<file path="config.mk">
export PLATFORM = sky130hd
export DESIGN_NAME = bbpd_phase_ctrl
export DESIGN_NICKNAME = d
export VERILOG_FILES = /design/src/rtl/bbpd_pkg.sv /design/src/rtl/bbpd_sync.sv /design/src/rtl/bbpd_decide.sv /design/src/rtl/bbpd_code_step.sv /design/src/rtl/bbpd_lock_det.sv /design/src/rtl/bbpd_phase_ctrl.sv
export SDC_FILE = /design/constraint.sdc
export NUM_CORES = 1
export LEC_CHECK = 0
export ABC_AREA = 0
export BUFFER_PORTS_ARGS = -buffer_cell sky130_fd_sc_hd__buf_2
export CORE_MARGIN = 4
export CORE_UTILIZATION = 56
export CTS_CLUSTER_SIZE = 8
export DETAILED_ROUTE_END_ITERATION = 8
export PLACE_DENSITY = 0.87
export REMOVE_ABC_BUFFERS = 1
export SETUP_SLACK_MARGIN = 0.02
export SYNTH_ARGS = -nofsm -noshare
export SYNTH_HDL_FRONTEND = slang
export SYNTH_SLANG_ARGS = --single-unit
export TNS_END_PERCENT = 30
</file>
<file path="constraint.sdc">
create_clock -name clk -period 2.85 [get_ports clk]
set_clock_uncertainty 0.2 [all_clocks]
set_input_delay 0.57 -clock clk [delete_from_list [all_inputs] [get_ports clk]]
set_output_delay 0.57 -clock clk [all_outputs]
set_load 0.01 [all_outputs]
</file>
<file path="src/rtl/bbpd_pkg.sv">
package bbpd_pkg;
  typedef enum logic {
    STEP_DN = 1'b0,
    STEP_UP = 1'b1
  } step_dir_e;
endpackage

</file>
<file path="src/rtl/bbpd_sync.sv">
module bbpd_sync #(
  parameter int W = 2
) (
  input  logic         clk,
  input  logic         rst_n,
  input  logic [W-1:0] d_i,
  output logic [W-1:0] q_o
);
  logic [W-1:0] meta_q;

  // two flops per asynchronous input
  always_ff @(posedge clk or negedge rst_n) begin
    if (!rst_n) begin
      meta_q <= '0;
      q_o    <= '0;
    end else begin
      meta_q <= d_i;
      q_o    <= meta_q;
    end
  end
endmodule

</file>
<file path="src/rtl/bbpd_decide.sv">
module bbpd_decide
  import bbpd_pkg::*;
(
  input  logic      clk,
  input  logic      rst_n,
  input  logic      fb_s_i,
  input  logic      ref_s_i,
  input  logic      hold_i,
  output logic      step_o,
  output step_dir_e dir_o
);
  logic fb_q;

  always_ff @(posedge clk or negedge rst_n) begin
    if (!rst_n) fb_q <= 1'b0;
    else        fb_q <= fb_s_i;
  end

  // early/late only; controller side already high means channel is late
  assign step_o = fb_s_i & ~fb_q & ~hold_i;
  assign dir_o  = ref_s_i ? STEP_DN : STEP_UP;

  // a channel rising edge yields at most one step
  a_r8_single_step: assert property (@(posedge clk) disable iff (!rst_n)
    step_o |=> !step_o);

  // no step while powered down
  a_r6_no_step_off: assert property (@(posedge clk) disable iff (!rst_n)
    hold_i |-> !step_o);
endmodule

</file>
<file path="src/rtl/bbpd_code_step.sv">
module bbpd_code_step
  import bbpd_pkg::*;
#(
  parameter int CODE_W = 10
) (
  input  logic              clk,
  input  logic              rst_n,
  input  logic              step_i,
  input  step_dir_e         dir_i,
  output logic [CODE_W-1:0] code_o,
  output logic              upd_o,
  output logic              dir_o
);
  localparam logic [CODE_W-1:0] CODE_MAX = '1;
  localparam logic [CODE_W-1:0] CODE_MIN = '0;
  localparam logic [CODE_W-1:0] CODE_MID = {1'b1, {(CODE_W-1){1'b0}}};

  logic [CODE_W-1:0] code_n;

  always_comb begin
    code_n = code_o;
    if (step_i) begin
      if (dir_i == STEP_UP) begin
        if (code_o != CODE_MAX) code_n = code_o + 1'b1;
      end else begin
        if (code_o != CODE_MIN) code_n = code_o - 1'b1;
      end
    end
  end

  always_ff @(posedge clk or negedge rst_n) begin
    if (!rst_n) begin
      code_o <= CODE_MID;
      upd_o  <= 1'b0;
      dir_o  <= 1'b0;
    end else begin
      code_o <= code_n;
      upd_o  <= step_i;
      if (step_i) dir_o <= dir_i;
    end
  end

  // saturation at both ends
  a_r3_sat_top: assert property (@(posedge clk) disable iff (!rst_n)
    (step_i && dir_i == STEP_UP && code_o == CODE_MAX) |=> code_o == CODE_MAX);
  a_r3_sat_bottom: assert property (@(posedge clk) disable iff (!rst_n)
    (step_i && dir_i == STEP_DN && code_o == CODE_MIN) |=> code_o == CODE_MIN);

  // without a step the code is frozen
  a_r4_hold: assert property (@(posedge clk) disable iff (!rst_n)
    !step_i |=> $stable(code_o));

  // one step at most per update
  a_r2_unit_step: assert property (@(posedge clk) disable iff (!rst_n)
    step_i |=> (code_o == $past(code_o) || code_o == $past(code_o) + 1'b1 ||
                code_o == $past(code_o) - 1'b1));
endmodule

</file>
<file path="src/rtl/bbpd_lock_det.sv">
module bbpd_lock_det
  import bbpd_pkg::*;
#(
  parameter int LOCK_W = 6
) (
  input  logic              clk,
  input  logic              rst_n,
  input  logic              clr_i,
  input  logic              step_i,
  input  step_dir_e         dir_i,
  input  logic [LOCK_W-1:0] len_i,
  output logic              lock_o
);
  localparam logic [LOCK_W-1:0] CNT_MAX = '1;

  logic [LOCK_W-1:0] rev_cnt, rev_cnt_n, thr;
  logic              prev_v;
  step_dir_e         prev_dir;

  assign thr = (len_i == '0) ? LOCK_W'(1) : len_i;

  // count consecutive direction reversals
  always_comb begin
    if (prev_v && dir_i != prev_dir)
      rev_cnt_n = (rev_cnt == CNT_MAX) ? rev_cnt : rev_cnt + 1'b1;
    else
      rev_cnt_n = '0;
  end

  always_ff @(posedge clk or negedge rst_n) begin
    if (!rst_n) begin
      rev_cnt  <= '0;
      prev_v   <= 1'b0;
      prev_dir <= STEP_DN;
      lock_o   <= 1'b0;
    end else if (clr_i) begin
      rev_cnt  <= '0;
      prev_v   <= 1'b0;
      prev_dir <= STEP_DN;
      lock_o   <= 1'b0;
    end else if (step_i) begin
      rev_cnt  <= rev_cnt_n;
      prev_v   <= 1'b1;
      prev_dir <= dir_i;
      lock_o   <= (rev_cnt_n >= thr);
    end
  end

  // powerdown drops lock
  a_r6_lock_clear: assert property (@(posedge clk) disable iff (!rst_n)
    clr_i |=> !lock_o);

  // repeated direction breaks lock
  a_r7_same_dir_unlock: assert property (@(posedge clk) disable iff (!rst_n)
    (step_i && !clr_i && prev_v && dir_i == prev_dir) |=> !lock_o);

  // lock only changes on an update
  a_r7_lock_on_step: assert property (@(posedge clk) disable iff (!rst_n)
    $rose(lock_o) |-> $past(step_i));
endmodule

</file>
<file path="src/rtl/bbpd_phase_ctrl.sv">
module bbpd_phase_ctrl
  import bbpd_pkg::*;
#(
  parameter int CODE_W = 10,
  parameter int LOCK_W = 6
) (
  input  logic              clk,
  input  logic              rst_n,
  input  logic              pwr_off_i,
  input  logic              ref_div_i,
  input  logic              fb_div_i,
  input  logic [LOCK_W-1:0] lock_len_i,
  output logic [CODE_W-1:0] code_o,
  output logic              dir_o,
  output logic              upd_o,
  output logic              lock_o
);
  logic [1:0] sync_q;
  logic       step;
  step_dir_e  step_dir;

  bbpd_sync #(.W(2)) u_sync (
    .clk   (clk),
    .rst_n (rst_n),
    .d_i   ({ref_div_i, fb_div_i}),
    .q_o   (sync_q)
  );

  bbpd_decide u_decide (
    .clk     (clk),
    .rst_n   (rst_n),
    .fb_s_i  (sync_q[0]),
    .ref_s_i (sync_q[1]),
    .hold_i  (pwr_off_i),
    .step_o  (step),
    .dir_o   (step_dir)
  );

  bbpd_code_step #(.CODE_W(CODE_W)) u_code (
    .clk    (clk),
    .rst_n  (rst_n),
    .step_i (step),
    .dir_i  (step_dir),
    .code_o (code_o),
    .upd_o  (upd_o),
    .dir_o  (dir_o)
  );

  bbpd_lock_det #(.LOCK_W(LOCK_W)) u_lock (
    .clk    (clk),
    .rst_n  (rst_n),
    .clr_i  (pwr_off_i),
    .step_i (step),
    .dir_i  (step_dir),
    .len_i  (lock_len_i),
    .lock_o (lock_o)
  );

  // strobe and lock changes line up with code changes
  a_r8_code_moves_on_upd: assert property (@(posedge clk) disable iff (!rst_n)
    !$stable(code_o) |-> upd_o);

  // a static channel clock after sync produces no strobe
  a_r9_no_upd_static_fb: assert property (@(posedge clk) disable iff (!rst_n)
    (!upd_o && $stable(sync_q[0])) |=> !upd_o);
endmodule

</file>
; Word level (Yosys, flattened, before mapping)
; Index checks and enable logic that the tools add are counted.
[totals]
word_cells = 43
output_inout_bits = 13
ff_bits = 26
[classes]
reduce_logical = 6
add_sub_neg = 3
n_lt_le_gt_ge = 1
eq_ne = 4
bitwise_logic = 4
muxes = 15
[op_table]
columns = operator, n
row1 = two-way mux 10 bit, 3
row2 = two-way mux 6 bit, 5
row3 = "adder 10 x 1 -> 10 bit, second input constant", 1
row4 = "!= test 10 bit, second input constant", 1
row5 = nonzero test 10 bit, 1
row6 = "subtractor 10 x 1 -> 10 bit, second input constant", 1
row7 = two-way mux 1 bit, 7
row8 = "adder 6 x 1 -> 6 bit, second input constant", 1
row9 = "== test 6 bit, second input constant", 1
row10 = greater-or-equal comparator 6 bit, 1
row11 = zero test 6 bit, 1
row12 = nonzero test 2 bit, 2
row13 = AND reduction 3 bit, 1
row14 = bitwise AND 1 bit, 2
row15 = "!= test 2 x 1 -> 1 bit, second input constant", 1
row16 = inverter 1 bit, 2
row17 = logical AND 1 bit, 1
row18 = != test 1 bit, 1

; Logic depth before layout (Yosys ltp)
[logic_depth]
word_depth = 7
depth_mapped = 11
mapped_depth_nobuf = 11

; Hierarchy
; Synthesis repeated with hierarchy kept, for this count alone.
[unflattened]
cells_unflattened = 187
hier_area_um2 = 1856.8
[modules_own_cells]
columns = mod, area_per_inst_um2, cells_each, n_inst, seq_area_each_um2
row1 = bbpd_code_step, 972.2, 96, 1, 301.5
row2 = bbpd_lock_det, 743.2, 84, 1, 225.2
row3 = bbpd_sync, 100.1, 4, 1, 100.1
row4 = bbpd_decide, 41.3, 3, 1, 25.0

; Least setup slack after synthesis
; Ideal clock, no wire load.
[synth_timing]
kind = reg2reg
from = register u_lock.rev_cnt[0]
to = register u_lock.lock_o
arrival_ps = 2285
setup_ps = 121
stages_incl_launch_ff = 12
path_slack_ps = 244
period_less_slack_ps = 2606
cell_sequence = dfrtp_1 -> ha_1 -> nand3_1 -> xor2_1 -> nand3_1 -> ha_1 -> nand2b_1 -> a21o_1 -> a21o_1 -> a211oi_1 -> o21bai_1 -> a22o_1
[synth_via]
elab_chain_cells = 6
word_cells_on_any_way = 7
cone_classes = add/sub: 1 / order compare: 1 / eq/ne: 1 / mux: 4
[synth_lines]
columns = element, line
row1 = from (decl), bbpd_lock_det.sv:16  ; logic [LOCK_W-1:0] rev_cnt, rev_cnt_n, thr;
row2 = from (signal assigned), bbpd_lock_det.sv:42  ; rev_cnt <= rev_cnt_n;
row3 = adder 6 x 1 -> 6 bit or == test 6 bit (tied branches), bbpd_lock_det.sv:25  ; rev_cnt_n = (rev_cnt == CNT_MAX) ? rev_cnt : rev_cnt + 1'b1;
row4 = two-way mux 6 bit *, bbpd_lock_det.sv:25
row5 = two-way mux 6 bit *, bbpd_lock_det.sv:24  ; if (prev_v && dir_i != prev_dir)
row6 = greater-or-equal comparator 6 bit *, bbpd_lock_det.sv:45  ; lock_o <= (rev_cnt_n >= thr);
row7 = two-way mux 1 bit *, bbpd_lock_det.sv:41  ; end else if (step_i) begin
row8 = two-way mux 1 bit *, bbpd_lock_det.sv:36  ; end else if (clr_i) begin
row9 = to (signal assigned), bbpd_lock_det.sv:45
row10 = to (decl), bbpd_lock_det.sv:12  ; output logic lock_o
; Mark *: on every way between the ends. The rest lies on a longest branch, timed or not. The select of a mux whose other input is x is not followed.
; A chain may end at the register's enable or synchronous reset.

; Final worst setup path
; Same ends and word-level chain as after synthesis.

==> run summary <==
Proportion of layout cells with a drive suffix above 1: 20.50%
Max Cap Violations: 0
Flop-to-flop setup slack: 190 ps
Post-synthesis register bit count: 26
Unrepaired setup endpoints after global routing: false
Leakage power: 0.8883 nW
GRT Util Overall: 19.72%
Critical Path RT: 2890 ps
Ant diodes: 0
Clock share of power: 17.3%
WP data arrival: 2700 ps
Final setup margin: 186.5 ps
Row count: 19
Flop pwr share: 37.8%
Worst Tran Pin Value: 574.1 ps
FFs w/ async S/R, synth: 100.0%
DRC violations left: 0
CP max FO: 5
Fillers: 222
Internal power component: 0.0008963 W
Die Footprint: 3825 um2
Via density: 6.022
Mapped Area: 1624 um2
Die H: 61.85 um
Top cells by count, synth: 25 x dfrtp_1, 18 x nand2_1, 16 x o21ai_0
Yosys warnings: 0
Final instance area: 1844 um2
Syn avg cell area: 9.497 um2
Resize count post-CTS: 0
Critical R2R Capture: u_lock.lock_o$_DFFE_PN0P_
Clk_lat worst skew: 330 ps
Sink Count: 26
Vias in the first global route: 1279
Main synth FF type: dfrtp_1
Via Count: 1391
Core Area: 2758 um2
Switching Power: 0.0005931 W
IO buf count: 23
Count of cell types in the netlist: 39
Yosys top cell area share: 38.52%
CP Class: flop to flop
Final nets: 228
Count leader, synth: dfrtp_1
Max-slew headroom at the worst pin: 61.73%
Largest net degree at the start of global routing: 27
Min-delay worst type: input port to asynchronous set/reset pin
Dpl hpwl: 2622 um
Crit end category: flop
Clk pin slew, worst setup/hold paths: 150 ps
Peak VDD IR: 0.0006829 V
Post-synth EDFFs: 0
Fin crit share: 93.46%
R2R Path Start: u_lock.rev_cnt[0]$_DFFE_PN0P_
CTS tree: built
Post-synthesis cell count: 171
CP max-delay cell: dfrtp_1
Peak Freq: 0.3754 GHz
First-pass GRT wire length: 5609 um
Register area share after synthesis: 40.14%
Combinational Power Share: 44.9%
Final ANT Viol Nets: 0
Number of H-tree branching levels: 1
Wire per inst: 14.66 um
Root buffer cell: clkbuf_4
Setup bufs post-CTS: 0
Yosys top cell by area: dfrtp_1
WHS: 11.41 ps
Cts hold-fix bufs: 0
Synth area leaders: dfrtp_1 39%, ha_1 12%, o21ai_0 4.9%
Cells along the critical path: ha_2 -> nand3_1 -> xor2_1 -> nand3_1 -> ha_1 -> nand2b_1 -> a21o_1 -> a21o_1 -> a211oi_1 -> o21bai_1 -> a22o_1
Total Wirelength: 3386 um
Clock Tree Buf Depth: 2
Io pins: 24
Min Tclk post-route: 2664 ps
Antenna violations before repair: 0
R2R cell count: 11
Final setup viols: 0
Initial core utilization: 58.89%
GPL Wtd Cong: 0.8324
Overall die width: 61.85 um
Sw Ratio: 39.82%
CTS buffer count: 3
TritonRoute pass-1 iters: 4
Max Slew Vio Count: 0
Status: complete, no violations
Slowest stage delay, CP: 450 ps
Power per Cell Area: 807.6 nW/um2
Grt total ovfl: 0
Place WS: 147.4 ps
Crit path launch type: flop
Setup TNS: 0 ps
Fin. Hold Viols: 0
Area Growth Syn to Fin: 13.56%
Initial DRC Count: 77
Placed Area: 1789 um2
## state kept, by name, summed over array words and instances (netlist names)
name / count
u_code.code_o: 10
u_lock.rev_cnt: 6
u_sync.meta_q: 2
u_sync.q_o: 2
u_code.dir_o: 1
u_code.upd_o: 1
u_decide.fb_q: 1
u_lock.lock_o: 1
u_lock.prev_dir: 1
u_lock.prev_v: 1
## metal layers
metal	GRT usage [%]	wire [um]
met2	34.53	1741
met5	0	0
met4	7.879	50
met3	2.273	113
met1	24.65	1481
## placed cells by master (no fill, tap or decap), types with 7 or more instances in the layout
cell type  instances
ha_1              14
nor2_1             9
o21ai_0           16
nand3_1            7
xor2_1             7
nand2_1           18
o21ai_1            7
buf_2             23
dfrtp_1           25
inv_1              8
## power groups by stage
stage | clock network (W) | registers [W] | logic (W)
final | 0.000258 | 0.000564 | 0.000668
after global routing | 0.000274 | 0.000585 | 0.000752
after CTS | 0.000260 | 0.000564 | 0.000675
after detailed placement | 0 | 0.000571 | 0.000672
after global placement | 0 | 0.000566 | 0.000633
after floorplan | 0 | 0.000587 | 0.000449
## layout make-up
cell class / count / area (um2) / share of cell area, %
multi-input combinational: 134 / 924.6 / 50.14
sequential: 26 / 651.9 / 35.35
timing repair buffer: 26 / 137.6 / 7.463
inverter: 10 / 38.79 / 2.103
tap: 31 / 38.79 / 2.103
clock inverter: 1 / 30.03 / 1.628
clock buffer: 3 / 22.52 / 1.221
## cell families after synthesis
group	after synthesis	share of synthesized area [%]
and+or+nand+nor	57	17.95
AOI/OAI and AO/OA	48	18.87
DFF	26	40.14
adders and majority gates	16	12.79
xor gates and xnor gates	11	5.932
buffers and inverters	11	3.081
muxes	2	1.233
## metrics by stage
| step | total power [W] | utilization (%) | std cells |
|---|---|---|---|
| after floorplan | 0.001036 | - | 170 |
| after global placement | 0.001199 | 64.88 | 227 |
| after detailed placement | 0.001242 | 64.88 | 227 |
| after CTS | 0.001500 | 66.79 | 231 |
| after global routing | 0.001612 | 66.88 | 231 |
| final | 0.001489 | 66.88 | 231 |
## worst max path at each step
stage,startpoint,to,slack (ps)
floorplan,u_lock.rev_cnt[0]$_DFFE_PN0P_,u_lock.lock_o$_DFFE_PN0P_,240
global placement,u_lock.rev_cnt[0]$_DFFE_PN0P_,u_lock.lock_o$_DFFE_PN0P_,240
detailed placement,u_lock.rev_cnt[0]$_DFFE_PN0P_,u_lock.lock_o$_DFFE_PN0P_,150
CTS,u_lock.rev_cnt[0]$_DFFE_PN0P_,u_lock.lock_o$_DFFE_PN0P_,130
global route,u_lock.rev_cnt[0]$_DFFE_PN0P_,u_lock.lock_o$_DFFE_PN0P_,40
finish,u_lock.rev_cnt[0]$_DFFE_PN0P_,u_lock.lock_o$_DFFE_PN0P_,190
## worst max-delay path: cells and delay by family (launching register included)
family / cells / cell delay, ps
AND/OR/NAND/NOR: 3 / 360
AO/OA/AOI/OAI: 5 / 880
adder cells (fa/ha/maj): 2 / 540
flip-flops: 1 / 450
XOR/XNOR: 1 / 150
(Power assumes the default switching activity.)
